## config.mk

```make
export PLATFORM = sky130hd
export DESIGN_NAME = dma_burst_master
export DESIGN_NICKNAME = d
export VERILOG_FILES = /design/src/rtl/dma_burst_pkg.sv /design/src/rtl/dma_cfg_regs.sv /design/src/rtl/dma_burst_fsm.sv /design/src/rtl/dma_burst_master.sv
export SDC_FILE = /design/constraint.sdc
export NUM_CORES = 1
export LEC_CHECK = 0
export BUFFER_PORTS_ARGS = -buffer_cell sky130_fd_sc_hd__buf_2
export CORE_ASPECT_RATIO = 1.1
export CORE_UTILIZATION = 57
export DETAILED_ROUTE_END_ITERATION = 8
export PLACE_DENSITY_LB_ADDON = 0.05
export REMOVE_ABC_BUFFERS = 1
export SLEW_MARGIN = 20
export SYNTH_ARGS = -nofsm -noshare
export SYNTH_HDL_FRONTEND = slang
export SYNTH_SLANG_ARGS = --single-unit
```

## constraint.sdc

```tcl
create_clock -name clk -period 4.64 [get_ports clk]
set_input_delay 0.696 -clock clk [delete_from_list [all_inputs] [get_ports clk]]
set_output_delay 0.696 -clock clk [all_outputs]
set_load 0.005 [all_outputs]
```

## src/rtl/dma_burst_pkg.sv

```systemverilog
package dma_burst_pkg;
  typedef enum logic [2:0] {
    ST_IDLE,
    ST_REQ,
    ST_ADDR,
    ST_DATA,
    ST_TURN
  } dma_state_e;

  localparam logic [1:0] RIX_BUS  = 2'd0;
  localparam logic [1:0] RIX_LOC  = 2'd1;
  localparam logic [1:0] RIX_CTRL = 2'd2;

  localparam logic [3:0] CMD_MEM_RD = 4'b0110;
  localparam logic [3:0] CMD_MEM_WR = 4'b0111;
endpackage

```

## src/rtl/dma_cfg_regs.sv

```systemverilog
module dma_cfg_regs
  import dma_burst_pkg::*;
#(
  parameter int AW = 32,
  parameter int CW = 16
) (
  input  logic          clk,
  input  logic          rst_n,
  input  logic          wr_en,
  input  logic [1:0]    addr,
  input  logic [AW-1:0] wdata,
  input  logic          busy,
  input  logic          step,
  input  logic          fin_ok,
  input  logic          fin_abort,
  output logic          start_go,
  output logic [AW-1:0] bus_addr,
  output logic [AW-1:0] loc_addr,
  output logic [CW-1:0] count,
  output logic          dir_wr,
  output logic [AW-1:0] rdata
);
  localparam int DIR_B  = CW;
  localparam int GO_B   = CW + 1;
  localparam int DONE_B = CW + 2;
  localparam int ABT_B  = CW + 3;
  localparam logic [AW-1:0] ADDR_STEP = AW'(4);

  logic [AW-1:0] bus_q, bus_d, loc_q, loc_d;
  logic [CW-1:0] cnt_q, cnt_d;
  logic          dir_q, dir_d, done_q, done_d, abt_q, abt_d;
  logic          bus_en, loc_en, cnt_en, ctrl_wr;

  assign ctrl_wr  = wr_en && (addr == RIX_CTRL);
  assign start_go = ctrl_wr && !busy && wdata[GO_B] && (wdata[CW-1:0] != '0);

  always_comb begin
    bus_en = (wr_en && (addr == RIX_BUS) && !busy) || step;
    loc_en = (wr_en && (addr == RIX_LOC) && !busy) || step;
    cnt_en = (ctrl_wr && !busy) || step;
    bus_d  = step ? bus_q + ADDR_STEP : wdata;
    loc_d  = step ? loc_q + ADDR_STEP : wdata;
    cnt_d  = step ? cnt_q - CW'(1) : wdata[CW-1:0];
    dir_d  = (ctrl_wr && !busy) ? wdata[DIR_B] : dir_q;
    done_d = done_q;
    if (start_go)                   done_d = 1'b0;
    else if (fin_ok)                done_d = 1'b1;
    else if (ctrl_wr && wdata[DONE_B]) done_d = 1'b0;
    abt_d = abt_q;
    if (start_go)                   abt_d = 1'b0;
    else if (fin_abort)             abt_d = 1'b1;
    else if (ctrl_wr && wdata[ABT_B]) abt_d = 1'b0;
  end

  always_ff @(posedge clk or negedge rst_n) begin
    if (!rst_n) begin
      bus_q  <= '0;
      loc_q  <= '0;
      cnt_q  <= '0;
      dir_q  <= 1'b0;
      done_q <= 1'b0;
      abt_q  <= 1'b0;
    end else begin
      if (bus_en) bus_q <= bus_d;
      if (loc_en) loc_q <= loc_d;
      if (cnt_en) cnt_q <= cnt_d;
      dir_q  <= dir_d;
      done_q <= done_d;
      abt_q  <= abt_d;
    end
  end

  always_comb begin
    rdata = '0;
    case (addr)
      RIX_BUS: rdata = bus_q;
      RIX_LOC: rdata = loc_q;
      RIX_CTRL: begin
        rdata[CW-1:0] = cnt_q;
        rdata[DIR_B]  = dir_q;
        rdata[GO_B]   = busy;
        rdata[DONE_B] = done_q;
        rdata[ABT_B]  = abt_q;
      end
      default: rdata = '0;
    endcase
  end

  assign bus_addr = bus_q;
  assign loc_addr = loc_q;
  assign count    = cnt_q;
  assign dir_wr   = dir_q;
endmodule

```

## src/rtl/dma_burst_fsm.sv

```systemverilog
module dma_burst_fsm
  import dma_burst_pkg::*;
#(
  parameter int AW = 32
) (
  input  logic          clk,
  input  logic          rst_n,
  input  logic          start_go,
  input  logic          last,
  input  logic          dir_wr,
  input  logic [AW-1:0] bus_addr,
  input  logic [AW-1:0] be_wdata,
  input  logic          gnt_n,
  input  logic          frame_n_in,
  input  logic          irdy_n_in,
  input  logic          trdy_n,
  input  logic          stop_n,
  input  logic          be_ready,
  output logic          busy,
  output logic          step,
  output logic          fin_ok,
  output logic          fin_abort,
  output logic          req_n,
  output logic          frame_n_out,
  output logic          frame_oe,
  output logic          irdy_n_out,
  output logic          irdy_oe,
  output logic [AW-1:0] ad_out,
  output logic          ad_oe,
  output logic [3:0]    cbe_n_out
);
  dma_state_e st_q, st_d;
  logic hold_q, hold_d;
  logic in_addr, in_data, irdy_act, xfer;

  assign in_addr  = (st_q == ST_ADDR);
  assign in_data  = (st_q == ST_DATA);
  assign irdy_act = in_data && (be_ready || hold_q);
  assign xfer     = irdy_act && !trdy_n;
  assign hold_d   = irdy_act && trdy_n && stop_n;

  always_comb begin
    st_d = st_q;
    case (st_q)
      ST_IDLE: if (start_go) st_d = ST_REQ;
      ST_REQ:  if (!gnt_n && frame_n_in && irdy_n_in) st_d = ST_ADDR;
      ST_ADDR: st_d = ST_DATA;
      ST_DATA: if ((xfer && last) || !stop_n) st_d = ST_TURN;
      ST_TURN: st_d = ST_IDLE;
      default: st_d = ST_IDLE;
    endcase
  end

  always_ff @(posedge clk or negedge rst_n) begin
    if (!rst_n) begin
      st_q   <= ST_IDLE;
      hold_q <= 1'b0;
    end else begin
      st_q   <= st_d;
      hold_q <= hold_d;
    end
  end

  always_comb begin
    busy        = (st_q != ST_IDLE);
    step        = xfer;
    fin_ok      = xfer && last;
    fin_abort   = in_data && !stop_n && !(xfer && last);
    req_n       = (st_q != ST_REQ);
    frame_oe    = in_addr || in_data || (st_q == ST_TURN);
    frame_n_out = !(in_addr || (in_data && !(irdy_act && last)));
    irdy_oe     = in_data || (st_q == ST_TURN);
    irdy_n_out  = !irdy_act;
    ad_oe       = in_addr || (in_data && dir_wr);
    ad_out      = in_addr ? bus_addr : be_wdata;
    cbe_n_out   = in_addr ? (dir_wr ? CMD_MEM_WR : CMD_MEM_RD) : 4'b0000;
  end
endmodule

```

## src/rtl/dma_burst_master.sv

```systemverilog
module dma_burst_master
  import dma_burst_pkg::*;
#(
  parameter int AW = 32,
  parameter int CW = 16
) (
  input  logic          clk,
  input  logic          rst_n,
  input  logic          reg_wr_en,
  input  logic [1:0]    reg_addr,
  input  logic [AW-1:0] reg_wdata,
  output logic [AW-1:0] reg_rdata,
  output logic          req_n,
  input  logic          gnt_n,
  input  logic          frame_n_in,
  input  logic          irdy_n_in,
  input  logic          trdy_n,
  input  logic          stop_n,
  output logic          frame_n_out,
  output logic          frame_oe,
  output logic          irdy_n_out,
  output logic          irdy_oe,
  output logic [AW-1:0] ad_out,
  output logic          ad_oe,
  output logic [3:0]    cbe_n_out,
  input  logic          be_ready,
  input  logic [AW-1:0] be_wdata,
  output logic          be_xfer,
  output logic [AW-1:0] ram_addr
);
  logic          busy, step, fin_ok, fin_abort, start_go, dir_wr, last;
  logic [AW-1:0] bus_addr;
  logic [CW-1:0] count;

  assign last    = (count == CW'(1));
  assign be_xfer = step;

  dma_cfg_regs #(.AW(AW), .CW(CW)) u_regs (
    .clk(clk), .rst_n(rst_n), .wr_en(reg_wr_en), .addr(reg_addr),
    .wdata(reg_wdata), .busy(busy), .step(step), .fin_ok(fin_ok),
    .fin_abort(fin_abort), .start_go(start_go), .bus_addr(bus_addr),
    .loc_addr(ram_addr), .count(count), .dir_wr(dir_wr), .rdata(reg_rdata)
  );

  dma_burst_fsm #(.AW(AW)) u_fsm (
    .clk(clk), .rst_n(rst_n), .start_go(start_go), .last(last),
    .dir_wr(dir_wr), .bus_addr(bus_addr), .be_wdata(be_wdata),
    .gnt_n(gnt_n), .frame_n_in(frame_n_in), .irdy_n_in(irdy_n_in),
    .trdy_n(trdy_n), .stop_n(stop_n), .be_ready(be_ready), .busy(busy),
    .step(step), .fin_ok(fin_ok), .fin_abort(fin_abort), .req_n(req_n),
    .frame_n_out(frame_n_out), .frame_oe(frame_oe), .irdy_n_out(irdy_n_out),
    .irdy_oe(irdy_oe), .ad_out(ad_out), .ad_oe(ad_oe), .cbe_n_out(cbe_n_out)
  );
endmodule

```

======== After elaboration in Yosys (flattened, before gate mapping) ========
Cells that the tools add are included.
operators by class
  reductions and logical operators ........ 47
  equality and inequality tests ........... 11
  shift-type cells ........................ 0
  multiply operators ...................... 0
  add/subtract/negate cells ............... 3
  muxes and demuxes ....................... 18
  divide/modulo/power cells ............... 0
  order comparisons ....................... 0
  bitwise logic cells ..................... 0
operator list
  cell                   count
  $mux 32                3
  $add 32x3->32 const B  2
  $pmux 20 s3            1
  $pmux 12 s2            1
  $logic_and 1x1->1      22
  $eq 16x1->1 const B    1
  $mux 16                1
  $reduce_bool 16->1     1
  $sub 16x1->16 const B  1
  $pmux 3 s4             1
  $logic_or 1x1->1       10
  $mux 3                 3
  $reduce_bool 3->1      3
  $logic_not 1->1        8
  $mux 1                 7
  $eq 3x2->1 const B     2
  $mux 4                 1
  $ne 2x2->1 const B     2
  $eq 3x1->1 const B     1
  $eq 3x3->1 const B     1
  $logic_not 3->1        1
  $ne 3x1->1 const B     1
  $reduce_and 3->1       1
  $eq 2x1->1 const B     1
  3 further kinds        3
word-level totals
  bits in latches ......................... 0
  memory bits (writable) .................. 0
  bits in read-only memories .............. 0
  bits in registers ....................... 87
  output and inout bits ................... 107
  memories kept ........................... 0

======== Logic depth before layout (Yosys ltp) ========
  depth in word-level cells ............... 8
  gate-level depth with buffers ........... 10
  gate-level depth less buffers ........... 6

======== Hierarchy ========
A second synthesis with hierarchy kept.
unflattened totals
  cells, all modules ...................... 751
  area total of the unflattened synthesis .. 6506.2 um^2
modules (own cells, without submodules)
  module            cells an instance  area each (um^2)  times used
  dma_cfg_regs      671                5607.9            1
  dma_burst_fsm     75                 862.1             1
  dma_burst_master  5                  36.3              1

======== Least setup slack after synthesis ========
No wires, ideal clock.
  kind .................................... input-to-output
  from .................................... input port reg_addr[1]
  to ...................................... output port reg_rdata[12]
  slack ................................... 2.072 ns
  buffers on the path ..................... 3
  stages on the path ...................... 6
  arrival time ............................ 1.872 ns
  cells stage by stage .................... clkbuf_1 > nor2b_1 > clkbuf_1 > buf_1 > nand2_1 > o21ai_0
on the way
  cells in the longest elaborated chain, start to end .. 2
RTL lines
  what                                      RTL line                source
  start, declared                           dma_burst_master.sv:10  input logic [1:0] reg_addr,
  $eq 2x2->1, or another cell as far along  dma_cfg_regs.sv:75      case (addr)
  $pmux 20 s3 *                             dma_cfg_regs.sv:75
  end, declared                             dma_burst_master.sv:12  output logic [AW-1:0] reg_rdata,
Mark *: on every way between the ends. The rest lies on a longest branch, timed or not.

======== Worst setup path in the final report ========
  from .................................... register u_fsm.st_q[1]
  to ...................................... output port ad_out[14]
on the way
  cells in the longest elaborated chain, start to end .. 2
RTL lines
  what                    RTL line                source
  start, declared         dma_burst_fsm.sv:32     dma_state_e st_q, st_d;
  start signal, assigned  dma_burst_fsm.sv:59     st_q <= st_d;
  $eq 3x2->1              dma_burst_fsm.sv:36     assign in_addr = (st_q == ST_ADDR);
  $mux 32                 dma_burst_fsm.sv:75     ad_out = in_addr ? bus_addr : be_wdata;
  end, declared           dma_burst_master.sv:23  output logic [AW-1:0] ad_out,
No other way between the ends.

==> results.txt <==
Worst Path Required = 3940 ps
Placer Congestion = 0.948
I/O pin cnt = 182
R2R Path End = u_regs.loc_addr[27]
DP HPWL = 14600 um
1st-iter DRT viols = 657
Final TNS setup = 0 ps
Yosys cell types = 68
post-synthesis sequential area ratio = 35.6%
Placed Cells incl. Taps = 1011
GRT Util Overall = 37.5%
layout cells sized above 1 = 29.9%
CP arrival = 2690 ps
HP Class = in -> async
Worst R2R Setup Slack = 1820 ps
H-tree levels = 3
Synth Instances = 730
Seq cells post-synth = 87
Tot Pwr = 4.06 mW
Max Cap Violations = 0
Clk pin slew, worst setup/hold paths = 60 ps
Post-synth ARST share = 100%
Synth Warn # = 0
R2R depth = 5
chip width = 101 um
post-CTS setup repair buffer count = 0
1st-pass router iterations = 5
Clock Sinks = 87
Core Footprint = 10400 sq um
placed cell areas = 7050 sq um
effective utilization at floorplan = 58.8%
maximum vdd ir drop = 0.228 mV
worst slack, placed = 1620 ps
Post-synth EDFFs = 0
Worst Tran Pin Value = 1140 ps
fin util = 70.7%
CTS resizes = 0
area leader, netlist = dfrtp_1
unrepaired setup endpoints after global routing = no
number of buffers and inverters on the critical path = 2
leak pwr = 3.33 nW
clk_skew = 5.53 ps
synth top area cells = dfrtp_1 (36%), nand2_1 (7.3%), mux2_2 (5.9%)
Setup Viol. Count Final = 0
Avg Cell Area, Syn = 8.37 sq um
CP max stage delay = 790 ps
Worst Setup SP = u_fsm.st_q[1]
worst setup path end = ad_out[14]
fin nets = 958
Cell Pwr Density = 552 nW/um^2
fmax = 295 MHz
status = completed
worst r2r src = u_fsm.st_q[2]
area fraction of the dominant cell type after synthesis = 35.6%
final hold slack = 374 ps
CTS Buffer Depth = 2
Antenna Violating Nets Remaining = 0
CP max FO = 22
GR Overflow Total = 0
CTS buffer count = 9
CTS tree = yes
cell at the slowest stage of the critical path = nor3b_4
Vias = 6771
CP cell instances = nor3b_4, buf_4, mux2_2, buf_2
vias in the first global route = 6388
Buffers on Ports = 180
Final Max Slew Viols = 0
clock latency on the worst-skew pair = 340 ps
first-pass GRT wire length = 32500 um
Final period util = 72.9%
Final Non-Filler Cells = 1027
die area = 11100 sq um
worst setup margin = 1260 ps
crit path launch type = register
area grow syn2layout = 20.2%
Via density = 6.59
Post-CTS Hold Buffers = 0
largest net degree at the start of global routing = 50
Worst path depth = 4
die height = 111 um
CP Class = reg -> out
Top FF cell, synth = dfrtp_1
design area = 7340 sq um
slew margin rel. = 23.6%
antenna violations before repair = 0
DR DRC count = 0
WL final = 20800 um
cell area after synthesis = 6110 sq um
type of destination of the critical path = output pin
CP top delay family = simple AND/OR/NAND/NOR gates
Placement Rows = 39
Final Hold Fails = 0
post-DR wirelength/cell = 20.2 um
# diodes = 0
minimum clock period = 3380 ps
CTS root buf = clkbuf_16
report_power, final:
part	internal [mW]	leakage [nW]	switching, mW
registers	1.10	1.05	0.591
clock network	0.430	0.146	0.300
logic	0.794	2.13	0.843
total	2.32	3.33	1.73
synthesized netlist by cell type (14+ instances only):
master    number
a21oi_1       23
mux2i_1       33
nand2_1      119
mux2_2        32
nor4_1        17
o21ai_0       35
nand3_1       44
o311ai_0      14
clkbuf_1      27
o211ai_1      25
dfrtp_1       87
nor3_1        14
nor2_1        59
nand4_1       24
area by class of cell:
| cell class | count | area (sq um) |
|---|---|---|
| tap | 143 | 179 |
| clock inverter | 4 | 45.0 |
| timing repair buffer | 191 | 986 |
| fill | 887 | 3050 |
| inverter | 12 | 45.0 |
| sequential | 87 | 2180 |
| multi-input combinational | 578 | 3670 |
| clock buffer | 12 | 246 |
how the worst min path moves through the flow:
stage / end / cells after the start
2_1_floorplan: u_fsm.hold_q / 0
3_3_place_gp: u_regs.bus_addr[1] / 2
3_5_place_dp: u_regs.bus_addr[1] / 2
4_1_cts: u_regs.bus_addr[1] / 1
5_1_grt: u_regs.count[1] / 1
6_report: u_regs.bus_addr[1] / 1
sequential cells by signal (all words and copies together) (netlist names):
| register | cells |
|---|---|
| u_regs.bus_addr | 32 |
| u_regs.loc_addr | 32 |
| u_regs.count | 16 |
| u_fsm.st_q | 3 |
| u_fsm.hold_q | 1 |
| u_regs.abt_q | 1 |
| u_regs.dir_wr | 1 |
| u_regs.done_q | 1 |
layout by cell type, fill, tap and decap left out, drive strengths merged, types with 3 or more instances in the layout:
cell type,instances
nor2,59
a21oi,23
ha,4
or3,7
and4,3
dfrtp,87
nor3,15
o21ba,4
mux2,32
nand2,119
o21ai,35
o311ai,14
or2,3
a221o,4
buf,191
a31oi,6
and3,13
nand3,44
clkinv,3
mux2i,33
o22ai,13
a31o,3
o21a,4
a32oi,3
a211oi,4
a211o,5
and2,5
inv,12
a311o,3
o221a,6
nand4,25
nor4,18
a22oi,9
or4,6
o211ai,25
clkbuf,12
o21bai,3
worst reg2reg max path: cells and delay by family (launching register included):
family | cells | cell delay, ps
DFF | 1 | 490
AOI/OAI and AO/OA | 2 | 420
and+or+nand+nor | 3 | 1810
routing by layer:
layer	wire (um)	global-route usage [%]
met4	615	17.3
met2	10000	61.0
met1	8110	49.6
met5	0	0
met3	2030	4.81
cells by family after synthesis:
| family | count (synthesis) | synth area share, % |
|---|---|---|
| compound gates | 179 | 20.9 |
| mux | 65 | 11.3 |
| fa+ha+maj | 4 | 0.819 |
| simple gates | 326 | 26.2 |
| flops | 87 | 35.6 |
| buf+inv | 65 | 4.61 |
| other cells | 1 | 0.0614 |
| xor+xnor | 3 | 0.430 |
Power figures use the tool's default switching activity.
